### config.mk
export PLATFORM = sky130hd
export DESIGN_NAME = jabber_tx_supervisor
export DESIGN_NICKNAME = d
export VERILOG_FILES = /design/src/rtl/jtx_pkg.sv /design/src/rtl/jtx_tick_timer.sv /design/src/rtl/jtx_jabber_unit.sv /design/src/rtl/jtx_heartbeat_unit.sv /design/src/rtl/jtx_cd_gate.sv /design/src/rtl/jabber_tx_supervisor.sv
export SDC_FILE = /design/constraint.sdc
export NUM_CORES = 1
export LEC_CHECK = 0
export ABC_AREA = 1
export BUFFER_PORTS_ARGS = -buffer_cell sky130_fd_sc_hd__buf_4
export CAP_MARGIN = 20
export CORE_UTILIZATION = 35
export CTS_BUF_LIST = sky130_fd_sc_hd__clkbuf_8
export DETAILED_ROUTE_END_ITERATION = 7
export PLACE_DENSITY_LB_ADDON = 0.3
export SLEW_MARGIN = 20
export SYNTH_ARGS = -nofsm -noshare
export SYNTH_HDL_FRONTEND = slang
export SYNTH_SLANG_ARGS = --single-unit
### constraint.sdc
create_clock -name clk -period 2.3 [get_ports clk]
set_clock_uncertainty 0.2 [all_clocks]
set_input_delay 0.345 -clock clk [delete_from_list [all_inputs] [get_ports clk]]
set_output_delay 0.345 -clock clk [all_outputs]
set_load 0.005 [all_outputs]
### src/rtl/jtx_pkg.sv
package jtx_pkg;
  typedef enum logic [1:0] {
    MODE_HB_OFF = 2'b00,
    MODE_HB_ON  = 2'b01,
    MODE_TEST   = 2'b10,
    MODE_TEST_B = 2'b11
  } jtx_mode_e;

  typedef enum logic [1:0] {
    HB_IDLE  = 2'b00,
    HB_WAIT  = 2'b01,
    HB_BURST = 2'b10
  } hb_state_e;

  function automatic logic mode_is_test(input logic [1:0] m);
    return m[1];
  endfunction

  function automatic logic mode_is_hb(input logic [1:0] m);
    return m == MODE_HB_ON;
  endfunction
endpackage

### src/rtl/jtx_tick_timer.sv
module jtx_tick_timer #(
  parameter int LIMIT = 16
) (
  input  logic clk,
  input  logic rst_n,
  input  logic clr,
  input  logic tick,
  output logic done
);
  localparam int W = $clog2(LIMIT + 1);
  localparam logic [W-1:0] LIM = W'(LIMIT);

  logic [W-1:0] cnt;

  always_ff @(posedge clk or negedge rst_n) begin
    if (!rst_n)                    cnt <= '0;
    else if (clr)                  cnt <= '0;
    else if (tick && cnt != LIM)   cnt <= cnt + 1'b1;
  end

  assign done = (cnt == LIM);
endmodule

### src/rtl/jtx_jabber_unit.sv
module jtx_jabber_unit #(
  parameter int JAB_ACT_TICKS = 260000,
  parameter int JAB_RST_TICKS = 4200000
) (
  input  logic clk,
  input  logic rst_n,
  input  logic tick,
  input  logic tx_en,
  input  logic test_mode,
  output logic jabber
);
  logic armed;
  logic act_done, rel_done, guard_done;

  // Length of the current continuous transmission
  jtx_tick_timer #(.LIMIT(JAB_ACT_TICKS)) u_act (
    .clk(clk), .rst_n(rst_n),
    .clr(!tx_en || jabber || !armed || test_mode),
    .tick(tick), .done(act_done)
  );

  // Quiet time while latched
  jtx_tick_timer #(.LIMIT(JAB_RST_TICKS)) u_rel (
    .clk(clk), .rst_n(rst_n),
    .clr(!jabber || tx_en),
    .tick(tick), .done(rel_done)
  );

  // Re-arm guard after leaving test mode
  jtx_tick_timer #(.LIMIT(JAB_RST_TICKS)) u_guard (
    .clk(clk), .rst_n(rst_n),
    .clr(test_mode || armed),
    .tick(tick), .done(guard_done)
  );

  always_ff @(posedge clk or negedge rst_n) begin
    if (!rst_n)         armed <= 1'b1;
    else if (test_mode) armed <= 1'b0;
    else if (guard_done) armed <= 1'b1;
  end

  always_ff @(posedge clk or negedge rst_n) begin
    if (!rst_n)                        jabber <= 1'b0;
    else if (test_mode)                jabber <= 1'b0;
    else if (!jabber && armed && act_done) jabber <= 1'b1;
    else if (jabber && rel_done)       jabber <= 1'b0;
  end
endmodule

### src/rtl/jtx_heartbeat_unit.sv
module jtx_heartbeat_unit
  import jtx_pkg::*;
#(
  parameter int HB_DLY_TICKS = 11,
  parameter int HB_LEN_TICKS = 10
) (
  input  logic clk,
  input  logic rst_n,
  input  logic tick,
  input  logic tx_en,
  input  logic hb_enable,
  input  logic jabber,
  output logic burst
);
  hb_state_e state;
  logic tx_q;
  logic tx_fall;
  logic dly_done, len_done;

  assign tx_fall = tx_q && !tx_en;

  always_ff @(posedge clk or negedge rst_n) begin
    if (!rst_n) tx_q <= 1'b0;
    else        tx_q <= tx_en;
  end

  jtx_tick_timer #(.LIMIT(HB_DLY_TICKS)) u_dly (
    .clk(clk), .rst_n(rst_n),
    .clr(state != HB_WAIT),
    .tick(tick), .done(dly_done)
  );

  jtx_tick_timer #(.LIMIT(HB_LEN_TICKS)) u_len (
    .clk(clk), .rst_n(rst_n),
    .clr(state != HB_BURST),
    .tick(tick), .done(len_done)
  );

  always_ff @(posedge clk or negedge rst_n) begin
    if (!rst_n) state <= HB_IDLE;
    else begin
      unique case (state)
        HB_IDLE:  if (tx_fall && hb_enable && !jabber) state <= HB_WAIT;
        HB_WAIT:  if (tx_en) state <= HB_IDLE;
                  else if (dly_done) state <= HB_BURST;
        HB_BURST: if (tx_en || len_done) state <= HB_IDLE;
        default:  state <= HB_IDLE;
      endcase
    end
  end

  assign burst = (state == HB_BURST);
endmodule

### src/rtl/jtx_cd_gate.sv
module jtx_cd_gate #(
  parameter int PULSE_CYC = 2
) (
  input  logic clk,
  input  logic rst_n,
  input  logic tick,
  input  logic active,
  output logic cd_out
);
  logic phase_hi;

  generate
    if (PULSE_CYC <= 1) begin : g_single
      assign phase_hi = tick;
    end else begin : g_stretch
      localparam int PW = $clog2(PULSE_CYC);
      logic [PW-1:0] rem;
      always_ff @(posedge clk or negedge rst_n) begin
        if (!rst_n)          rem <= '0;
        else if (tick)       rem <= PW'(PULSE_CYC - 1);
        else if (rem != '0)  rem <= rem - 1'b1;
      end
      assign phase_hi = tick || (rem != '0);
    end
  endgenerate

  always_ff @(posedge clk or negedge rst_n) begin
    if (!rst_n) cd_out <= 1'b0;
    else        cd_out <= active && phase_hi;
  end
endmodule

### src/rtl/jabber_tx_supervisor.sv
module jabber_tx_supervisor
  import jtx_pkg::*;
#(
  parameter int JAB_ACT_TICKS = 260000,
  parameter int JAB_RST_TICKS = 4200000,
  parameter int HB_DLY_TICKS  = 11,
  parameter int HB_LEN_TICKS  = 10,
  parameter int PULSE_CYC     = 2
) (
  input  logic       clk,
  input  logic       rst_n,
  input  logic       tick_10m,
  input  logic       tx_en,
  input  logic       collision,
  input  logic [1:0] mode,
  output logic       tx_ok,
  output logic       jabber,
  output logic       cd_active,
  output logic       cd_out
);
  logic hb_burst;
  logic test_mode;

  assign test_mode = mode_is_test(mode);

  jtx_jabber_unit #(
    .JAB_ACT_TICKS(JAB_ACT_TICKS),
    .JAB_RST_TICKS(JAB_RST_TICKS)
  ) u_jab (
    .clk(clk), .rst_n(rst_n), .tick(tick_10m),
    .tx_en(tx_en), .test_mode(test_mode), .jabber(jabber)
  );

  jtx_heartbeat_unit #(
    .HB_DLY_TICKS(HB_DLY_TICKS),
    .HB_LEN_TICKS(HB_LEN_TICKS)
  ) u_hb (
    .clk(clk), .rst_n(rst_n), .tick(tick_10m),
    .tx_en(tx_en), .hb_enable(mode_is_hb(mode)),
    .jabber(jabber), .burst(hb_burst)
  );

  assign cd_active = collision || jabber || hb_burst;
  assign tx_ok     = tx_en && !jabber;

  jtx_cd_gate #(.PULSE_CYC(PULSE_CYC)) u_gate (
    .clk(clk), .rst_n(rst_n), .tick(tick_10m),
    .active(cd_active), .cd_out(cd_out)
  );
endmodule

==> results of run 1 <==
==> stage by stage <==
| stage | area [um2] | total power [mW] |
|---|---|---|
| finish | 5680 | 2.77 |
| floorplan | 5120 | 1.62 |
| detailed placement | 5420 | 1.72 |
| CTS | 5660 | 2.82 |
| global route | 5680 | 2.91 |
| global placement | 5420 | 1.71 |
==> power breakdown <==
group | total [mW] | switching [mW] | internal, mW
Sequential | 1.45 | 0.0269 | 1.43
Clock | 1.07 | 0.523 | 0.550
Combinational | 0.243 | 0.163 | 0.0798
Total | 2.77 | 0.713 | 2.05
==> synthesized netlist by cell type (2+ instances only) <==
cell type,count
a21oi_1,4
buf_2,5
buf_6,4
clkbuf_1,5
dfrtp_1,78
ha_1,9
inv_1,59
inv_2,2
nand2_1,283
nand3_1,68
nand3b_1,5
nand4_1,25
nor2_1,134
nor2_2,5
nor3_1,2
o21ai_0,8
o21ai_1,4
o21bai_1,5
or2_1,2
xor2_1,38
==> worst reg2reg max path: stages, from the launching register on <==
cell and delay, ns:
dfrtp_1 0.45, inv_1 0.11, ha_1 0.20, nand2_1 0.05
inv_1 0.04, nand2_1 0.08, nor2_1 0.05, nand2_1 0.06
nor2_2 0.06, nor2_4 0.42, nor2_4 0.17, nand2_1 0.09
nand2_1 0.05
==> sequential cells by signal, indices dropped and copies added, names as in the netlist <==
| name | cells |
|---|---|
| u_hb.state | 2 |
| u_jab.jabber | 1 |
| u_hb.tx_q | 1 |
| u_hb.u_len.cnt | 4 |
| u_gate.cd_out | 1 |
| u_jab.u_act.cnt | 18 |
| u_hb.u_dly.cnt | 4 |
| u_jab.armed | 1 |
| u_jab.u_rel.cnt | 23 |
| u_gate.g_stretch.rem | 1 |
| u_jab.u_guard.cnt | 23 |
==> logic make-up (layout without fill, tap and decap cells) <==
family                   Yosys count  in the layout  share of synthesized area
flip-flops                        79             79                      0.386
XOR/XNOR                          39             39                     0.0667
adder cells (fa/ha/maj)            9              9                     0.0220
AND/OR/NAND/NOR                  530            532                      0.433
buffers and inverters             77            102                     0.0645
AO/OA/AOI/OAI                     24             24                     0.0276
==> routing by layer <==
layer	vias to the layer above	wire length, um	GRT usage	part of all wire
li1	2427	-	-	-
met1	2118	5920	0.230	0.50
met3	15	400	0.0235	0.034
met2	70	5300	0.268	0.45
met5	-	0	0	0
met4	0	200	0.0732	0.017
==> path summary, 6_finish.rpt <==
check                                               startpoint                           endpoint  slack [ns]  depth (start not counted)
worst max register to register  u_jab.u_rel.cnt[0]$_DFFE_PN0P_     u_jab.u_rel.cnt[2]$_DFFE_PN0P_        0.17                         12
worst max-delay path            u_jab.u_rel.cnt[0]$_DFFE_PN0P_     u_jab.u_rel.cnt[2]$_DFFE_PN0P_        0.17                         12
min in group asynchronous                                rst_n    u_jab.u_rel.cnt[20]$_DFFE_PN0P_        0.25                          2
worst min register to register  u_gate.g_stretch.rem$_DFF_PN0_            u_gate.cd_out$_DFF_PN0_        0.28                          1
max in group asynchronous                                rst_n  u_jab.u_guard.cnt[10]$_DFFE_PN0P_        1.09                          3
worst min-delay path                                 collision            u_gate.cd_out$_DFF_PN0_        0.11                          4
==> final cells by class <==
class | instances | area [um2]
clock inverters | 4 | 46.3
multi-input cells | 604 | 2830
repair buffers | 25 | 210
clock buffers | 11 | 151
flip-flops and latches | 79 | 1980
inverters | 62 | 234
fillers | 1520 | 8420
well taps | 180 | 225
==> repair_timing <==
item | in CTS | in global routing
setup endpoints to repair | 0 | 23
endpoints found under the hold margin | 32 | 0
gates resized for setup | 0 | 0
hold buffers | 4 | 0
==> key figures, run 1 <==
Run status
  • Status: finished clean

Detailed routing
  • Drt drc: 0
  • Routed vias/inst: 4.80
  • Initial DRC Count: 342
  • Detailed Route WL: 11.8 mm
  • Initial DRT Pass Iterations: 7
  • Vias: between 4,000 and 5,000
  • ANT nets after route: 0
  • Drt wl/cell: 12.2 um

Logic synthesis
  • Register bit count reported by yosys: 79
  • Cell Area, Synth: approximately 0.0051 mm2
  • Mapped Nets: 774
  • Post-synth EDFFs: 0
  • Synth top area cells: dfrtp_1, nand2_1, nor2_1
  • Sequential share of the synthesized area: 0.386
  • Async set or reset register ratio after synthesis: 1.00
  • Syn Area/Cell: 6.75 um2
  • Synth Instances: between 700 and 800
  • Post-synth top area share: 0.381
  • Top_reg_cell synth: dfrtp_1
  • Warnings, synthesis: 0
  • Cell taking the most area after synthesis: dfrtp_1
  • Yosys cell types: 33

STA
  • Max Slew Vio Count: 0
  • Fin worst setup slack: 0.170 ns
  • Fmax: about 470 MHz
  • Final worst-path cycle share: 0.926
  • Relative slew slack: 0.560
  • Setup-failing EPs final: 0
  • Slew @ Worst Pin: around 0.66 ns
  • RSZ-0062 raised after global routing: false
  • Worst hold margin: 0.113 ns
  • Final Hold Fails: 0
  • Sum of negative setup slack: 0 ns
  • Minimum clock period: 2.13 ns

Floorplanning
  • Row count: 43
  • Initial Utilization: 0.363
  • Total die area: around 0.015 mm2
  • I/O pins: 11
  • Die height: 123 um
  • Die X: 123 um
  • Core ar.: 0.0141 mm2

Clock tree
  • Post-CTS setup buffers: 0
  • Clock Sinks: 79
  • Num CTS Buffers: 9
  • Max Root-Sink Buffers: 2
  • Worst-path clk slew: 0.08 ns
  • Worst skew pair latency: 0.37 ns
  • Root buf cell: clkbuf_8
  • TritonCTS clock tree: done
  • H-tree levels: 3

Pwr
  • Leakage: 2.65 nW
  • PD cells: 488 mW/mm2
  • Peak supply drop: 0.222 mV

Flow run
  • Max-cap violation count: 0

Place
  • Routability cong.: between 0.8 and 0.9
  • Port Buffer Count: 10
  • Placed insts: 944
  • Pre-CTS setup slack: 0.0267 ns
  • Dpl hpwl: between 8 and 9 mm

Cells and area
  • Final non-filler cell total: 965
  • Share of cells above drive strength 1: 0.0650
  • Diodes inserted: 0
  • Post-layout util: 0.403
  • Most common cell after layout, fill and taps aside: nand2_1
  • Commonest non-fill, non-tap cells in the layout: nand2_1, nor2_1, dfrtp_1
  • Area Overhead vs Synth: 10.9%
  • Final net count: 797

Critical path
  • CP startpoint kind: flip-flop
  • Slowest cell delay on critical path: 0.45 ns
  • Worst Path Required: between 2 and 2.5 ns
  • Buf+Inv Stages, Crit Path: 2
  • Most frequent CP cell: nand2_1
  • WS Path Type: reg -> reg
  • CP max-delay cell: dfrtp_1
  • Crit path DAT: approximately 2.2 ns
  • Crit end category: flip-flop
  • Worst Path Max Fanout: 13
  • Worst-path cell chain: inv_1 > ha_1 > nand2_1 > inv_1 > nand2_1 > nor2_1 > nand2_1 > nor2_2 > nor2_4 > nor2_4 > nand2_1 > nand2_1
  • CP delay by family, top: simple AND/OR/NAND/NOR gates

Min path
  • HP Class: in -> reg

Global route
  • First-pass GRT wire length: about 20 mm
  • Pin count of the biggest net entering global routing: 34
  • Grt total ovfl: 0
  • Vias in the first global route: 4,303
  • GRT Resource Usage Total: 0.169
  • Initial antenna violation count: 0
Note: power is estimated with default switching activity, not from simulation.
==> run 2: changes to the inputs <==
- PLACE_DENSITY_LB_ADDON: 0.3 -> 0.2
==> key figures, run 2 (same netlist as run 1, synthesis figures left out) <==
Run status
  • Status: finished clean

Clock tree
  • Clock Sinks: 79
  • Root buf cell: clkbuf_8
  • TritonCTS clock tree: done
  • H-tree levels: 3
  • Worst-path clk slew: 0.09 ns
  • Num CTS Buffers: 9
  • Max Root-Sink Buffers: 2
  • Worst skew pair latency: about 0.38 ns

Detailed routing
  • Drt drc: 0
  • Initial DRT Pass Iterations: 5
  • Drt wl/cell: between 10 and 15 um
  • Detailed Route WL: 12.4 mm
  • Initial DRC Count: around 380
  • ANT nets after route: 0
  • Vias: 4,764
  • Routed vias/inst: 4.93

Pwr
  • Total power: 2.92 mW
  • PD cells: ~510 mW/mm2
  • Peak supply drop: 0.221 mV
  • Leakage: 2.67 nW

Floorplanning
  • Row count: 43
  • Initial Utilization: 0.363
  • Total die area: 0.0151 mm2
  • Die X: 123 um
  • Die height: 123 um
  • I/O pins: 11
  • Core ar.: 0.0141 mm2

Global route
  • Vias in the first global route: 4,476
  • GRT Resource Usage Total: 0.178
  • Initial antenna violation count: 0
  • First-pass GRT wire length: 21.1 mm
  • Pin count of the biggest net entering global routing: 47
  • Grt total ovfl: 0

Flow run
  • Max-cap violation count: 0

STA
  • Minimum clock period: 2.15 ns
  • Setup-failing EPs final: 0
  • Fmax: 466 MHz
  • Final worst-path cycle share: 0.933
  • Relative slew slack: 0.545
  • Final Hold Fails: 0
  • Worst hold margin: between 0.1 and 0.15 ns
  • Slew @ Worst Pin: 0.682 ns
  • Fin worst setup slack: 0.154 ns
  • Sum of negative setup slack: 0 ns
  • Max Slew Vio Count: 0

Critical path
  • CP startpoint kind: flip-flop
  • Crit path DAT: 2.26 ns
  • Reg2reg start: u_jab.u_rel.cnt[0]$_DFFE_PN0P_
  • Crit end category: flip-flop
  • Worst Path Required: between 2 and 2.5 ns
  • Worst Path Max Fanout: 12
  • WS Path Type: reg -> reg
  • Critical Path Source: u_jab.u_rel.cnt[0]$_DFFE_PN0P_

Cells and area
  • Fillers: 1,490
  • Top flop regs: u_jab.u_guard.cnt (23), u_jab.u_rel.cnt (23), u_jab.u_act.cnt (18)
  • Commonest non-fill, non-tap cells in the layout: nand2_1, nor2_1, dfrtp_1
  • Diodes inserted: 0
  • Final net count: around 800
  • Share of cells above drive strength 1: 0.0686
  • Area Overhead vs Synth: 12.6%
  • Most common cell after layout, fill and taps aside: nand2_1

Min path
  • HP Class: in -> reg
  • Hold Startpoint: collision

Place
  • Dpl hpwl: 8.75 mm
  • Routability cong.: 0.872
  • Port Buffer Count: 10
  • Pre-CTS setup slack: 0.000980 ns
-- run 2: changes by cell type in the layout (fill, tap and decap cells not counted), sizes merged --
cell / delta
buf: +1
bufinv: +1
clkbuf: -1
clkinv: +2
inv: -1
-- run 2: final cells by class --
cell class | count | area (um2) | area share
tap | 180 | 225 | 0.0391
clock buffer | 10 | 138 | 0.0239
inverter | 62 | 234 | 0.0406
timing repair buffer | 26 | 255 | 0.0443
multi-input combinational | 604 | 2840 | 0.493
sequential | 79 | 1980 | 0.343
clock inverter | 6 | 93.8 | 0.0163
-- run 2: final timing paths --
| path | to | slack [ns] | cells after the start |
|---|---|---|---|
| max in group asynchronous | u_jab.armed$_DFFE_PN1P_ | 0.99 | 3 |
| min in group asynchronous | u_jab.u_rel.cnt[15]$_DFFE_PN0P_ | 0.25 | 2 |
| worst max-delay path | u_jab.u_rel.cnt[1]$_DFFE_PN0P_ | 0.15 | 13 |
| worst max register to register | u_jab.u_rel.cnt[1]$_DFFE_PN0P_ | 0.15 | 13 |
| worst min-delay path | u_gate.cd_out$_DFF_PN0_ | 0.11 | 4 |
| worst min register to register | u_jab.armed$_DFFE_PN1P_ | 0.29 | 2 |
-- run 2: metrics by stage --
step | cells | area, um2 | util
3_5_place_dp | 941 | 5400 | 0.383
5_1_grt | 967 | 5760 | 0.409
2_1_floorplan | 758 | 5120 | -
4_1_cts | 962 | 5680 | 0.403
6_report | 967 | 5760 | 0.409
3_3_place_gp | 941 | 5400 | 0.383
-- run 2: timing repair --
action / CTS / global route
gates resized for setup: 1 / 2
hold buffers: 4 / 0
gates cloned: 1 / 1
hold endpoints to repair: 36 / 0
pin swaps: 1 / 3
buffers inserted: 0 / 4
endpoints found under the setup margin: 5 / 23
-- run 2: power breakdown --
group / switching, mW / internal (mW) / leakage [nW]
Sequential: 0.0243 / 1.43 / 1.09
Combinational: 0.167 / 0.0854 / 1.47
Clock: 0.569 / 0.646 / 0.113
-- run 2: layer usage --
metal	vias to the layer above	global-route usage	wire, um
met3	12	0.0281	407
li1	2438	-	-
met1	2241	0.244	6260
met4	0	0.0694	205
met2	73	0.278	5500
met5	-	0	0
-- run 2: worst max-delay path, stage by stage, from the launching register on --
cell	delay [ns]
dfrtp_1	0.46
inv_1	0.15
ha_1	0.18
nand2_1	0.05
inv_1	0.05
nand2_1	0.07
nor2_1	0.09
nand2_1	0.08
nor2_4	0.16
nor2_4	0.06
buf_12	0.15
nor2_8	0.22
nand2_1	0.08
nand2_1	0.06
==> run 3: changes to the inputs <==
- CORE_MARGIN: unset -> 2
- CTS_CLUSTER_DIAMETER: unset -> 40
==> key figures, run 3 (same netlist as run 1, synthesis figures left out) <==
Run status
  • Status: finished clean

Pwr
  • Total power: 2.99 mW
  • Peak supply drop: 0.301 mV
  • PD cells: approximately 520 mW/mm2
  • Leakage: 2.68 nW

Place
  • Routability cong.: 0.858
  • Port Buffer Count: 10
  • Pre-CTS setup slack: -0.0213 ns
  • Dpl hpwl: 8.76 mm

Floorplanning
  • Core ar.: 0.0144 mm2
  • Initial Utilization: 0.355
  • Row count: 44
  • Die X: 125 um
  • I/O pins: 11
  • Total die area: between 0.015 and 0.02 mm2
  • Die height: 125 um

Detailed routing
  • Initial DRC Count: 254
  • Drt drc: 0
  • Initial DRT Pass Iterations: 7
  • DR WL met3: 433 um
  • Drt wl/cell: 12.9 um
  • Routed vias/inst: 4.89
  • DR WL met2: 5.75 mm
  • Detailed Route WL: between 10 and 15 mm
  • ANT nets after route: 0
  • Highest metal used: met4
  • M1 WL: 6.14 mm
  • Vias: 4,746

Critical path
  • FF-to-FF End: u_jab.u_rel.cnt[13]$_DFFE_PN0P_
  • Crit end category: flip-flop
  • CP startpoint kind: flip-flop
  • Worst Path Max Fanout: 12
  • WS Path Type: reg -> reg
  • Reg2reg start: u_jab.u_rel.cnt[0]$_DFFE_PN0P_
  • Worst reg2reg path depth: 13
  • R2R setup slack: 0.20 ns
  • Crit path DAT: approximately 2.2 ns
  • Worst Path Required: between 2 and 2.5 ns

Clock tree
  • Clock Sinks: 79
  • Max Root-Sink Buffers: 2
  • Worst skew pair latency: approximately 0.37 ns
  • Worst-path clk slew: ~0.08 ns
  • TritonCTS clock tree: done
  • Num CTS Buffers: 9
  • Root buf cell: clkbuf_8
  • H-tree levels: 3

STA
  • Max Slew Vio Count: 0
  • Slew @ Worst Pin: 0.675 ns
  • Fmax: 476 MHz
  • RSZ-0062 raised after global routing: false
  • Final Hold Fails: 0
  • Minimum clock period: 2.10 ns
  • Relative slew slack: 0.550
  • Fin worst setup slack: roughly 0.20 ns
  • Final worst-path cycle share: 0.914
  • Setup-failing EPs final: 0

Min path
  • Hold Path End: u_gate.cd_out$_DFF_PN0_
  • Worst hold stages: 4
  • Hold Startpoint: collision
  • HP Class: in -> reg

Global route
  • Pin count of the biggest net entering global routing: 51
  • First-pass GRT wire length: 22.0 mm
  • Vias in the first global route: around 4,600
  • Initial antenna violation count: 0
  • GRT Resource Usage Total: 0.170
  • Grt total ovfl: 0

Flow run
  • Max-cap violation count: 0

Cells and area
  • Post-layout util: 0.399
  • Top flop regs: u_jab.u_guard.cnt (23), u_jab.u_rel.cnt (23), u_jab.u_act.cnt (18)
  • Area Overhead vs Synth: 12.4%
  • Share of cells above drive strength 1: 0.0661
  • Most common cell after layout, fill and taps aside: nand2_1
  • Commonest non-fill, non-tap cells in the layout: nand2_1, nor2_1, dfrtp_1
  • Final net count: 798
  • Diodes inserted: 0
## run 3: cell type report
type	count	area (um2)
inverters	62	234
fillers	1511	8670
well taps	184	230
multi-input cells	604	2840
clock inverters	6	103
clock buffers	10	138
repair buffers	26	230
flip-flops and latches	79	1980
## run 3: critical path, cell delays in order (launching register included)
cell and delay (ns):
dfrtp_1 0.45, inv_1 0.14, ha_1 0.17, nand2_1 0.05, inv_1 0.05, nand2_1 0.07
nor2_1 0.09, nand2_1 0.09, nor2_4 0.16, nor2_4 0.05, buf_4 0.16, nor2_8 0.22
nand2_1 0.07, nand2_1 0.07
## run 3: per-layer routing
| layer | up-vias | GRT usage |
|---|---|---|
| met1 | 2229 | 0.228 |
| li1 | 2427 | - |
| met5 | - | 0 |
| met3 | 17 | 0.0248 |
| met2 | 73 | 0.280 |
| met4 | 0 | 0.0627 |
## run 3: worst max-delay path by stage
stage	start	end	slack, ns	depth (start not counted)
floorplan	u_jab.u_rel.cnt[0]$_DFFE_PN0P_	u_jab.u_rel.cnt[12]$_DFFE_PN0P_	0.53	12
global placement	u_jab.u_rel.cnt[0]$_DFFE_PN0P_	u_jab.u_rel.cnt[14]$_DFFE_PN0P_	0.05	12
detailed placement	u_jab.u_rel.cnt[0]$_DFFE_PN0P_	u_jab.u_rel.cnt[0]$_DFFE_PN0P_	-0.02	12
CTS	u_jab.u_rel.cnt[0]$_DFFE_PN0P_	u_jab.u_rel.cnt[0]$_DFFE_PN0P_	0.13	12
global route	u_jab.u_rel.cnt[0]$_DFFE_PN0P_	u_jab.u_rel.cnt[13]$_DFFE_PN0P_	0.02	13
finish	u_jab.u_rel.cnt[0]$_DFFE_PN0P_	u_jab.u_rel.cnt[13]$_DFFE_PN0P_	0.20	13
## run 3: per-stage QoR
stage          instances  hold slack, ns  cell area, um2  TNS (ns)
2_1_floorplan        758          -0.151            5120         0
3_3_place_gp         945           0.107            5400         0
3_5_place_dp         945           0.113            5400    -0.106
4_1_cts              966          0.0897            5690         0
5_1_grt              971           0.117            5750         0
6_report             971           0.103            5750         0
## run 3: power breakdown
group / leakage, nW / internal (mW) / total, mW / switching, mW
Clock: 0.129 / 0.742 / 1.29 / 0.544
Sequential: 1.09 / 1.42 / 1.45 / 0.0266
Combinational: 1.46 / 0.0826 / 0.250 / 0.168
## run 3: what timing repair did
item	4_1_cts	5_1_grt
cloned	1	1
endpoints found under the hold margin	32	0
resized for setup	1	2
pin swaps	1	2
endpoints found under the setup margin	28	21
hold buffers	4	0
buffers inserted	0	4
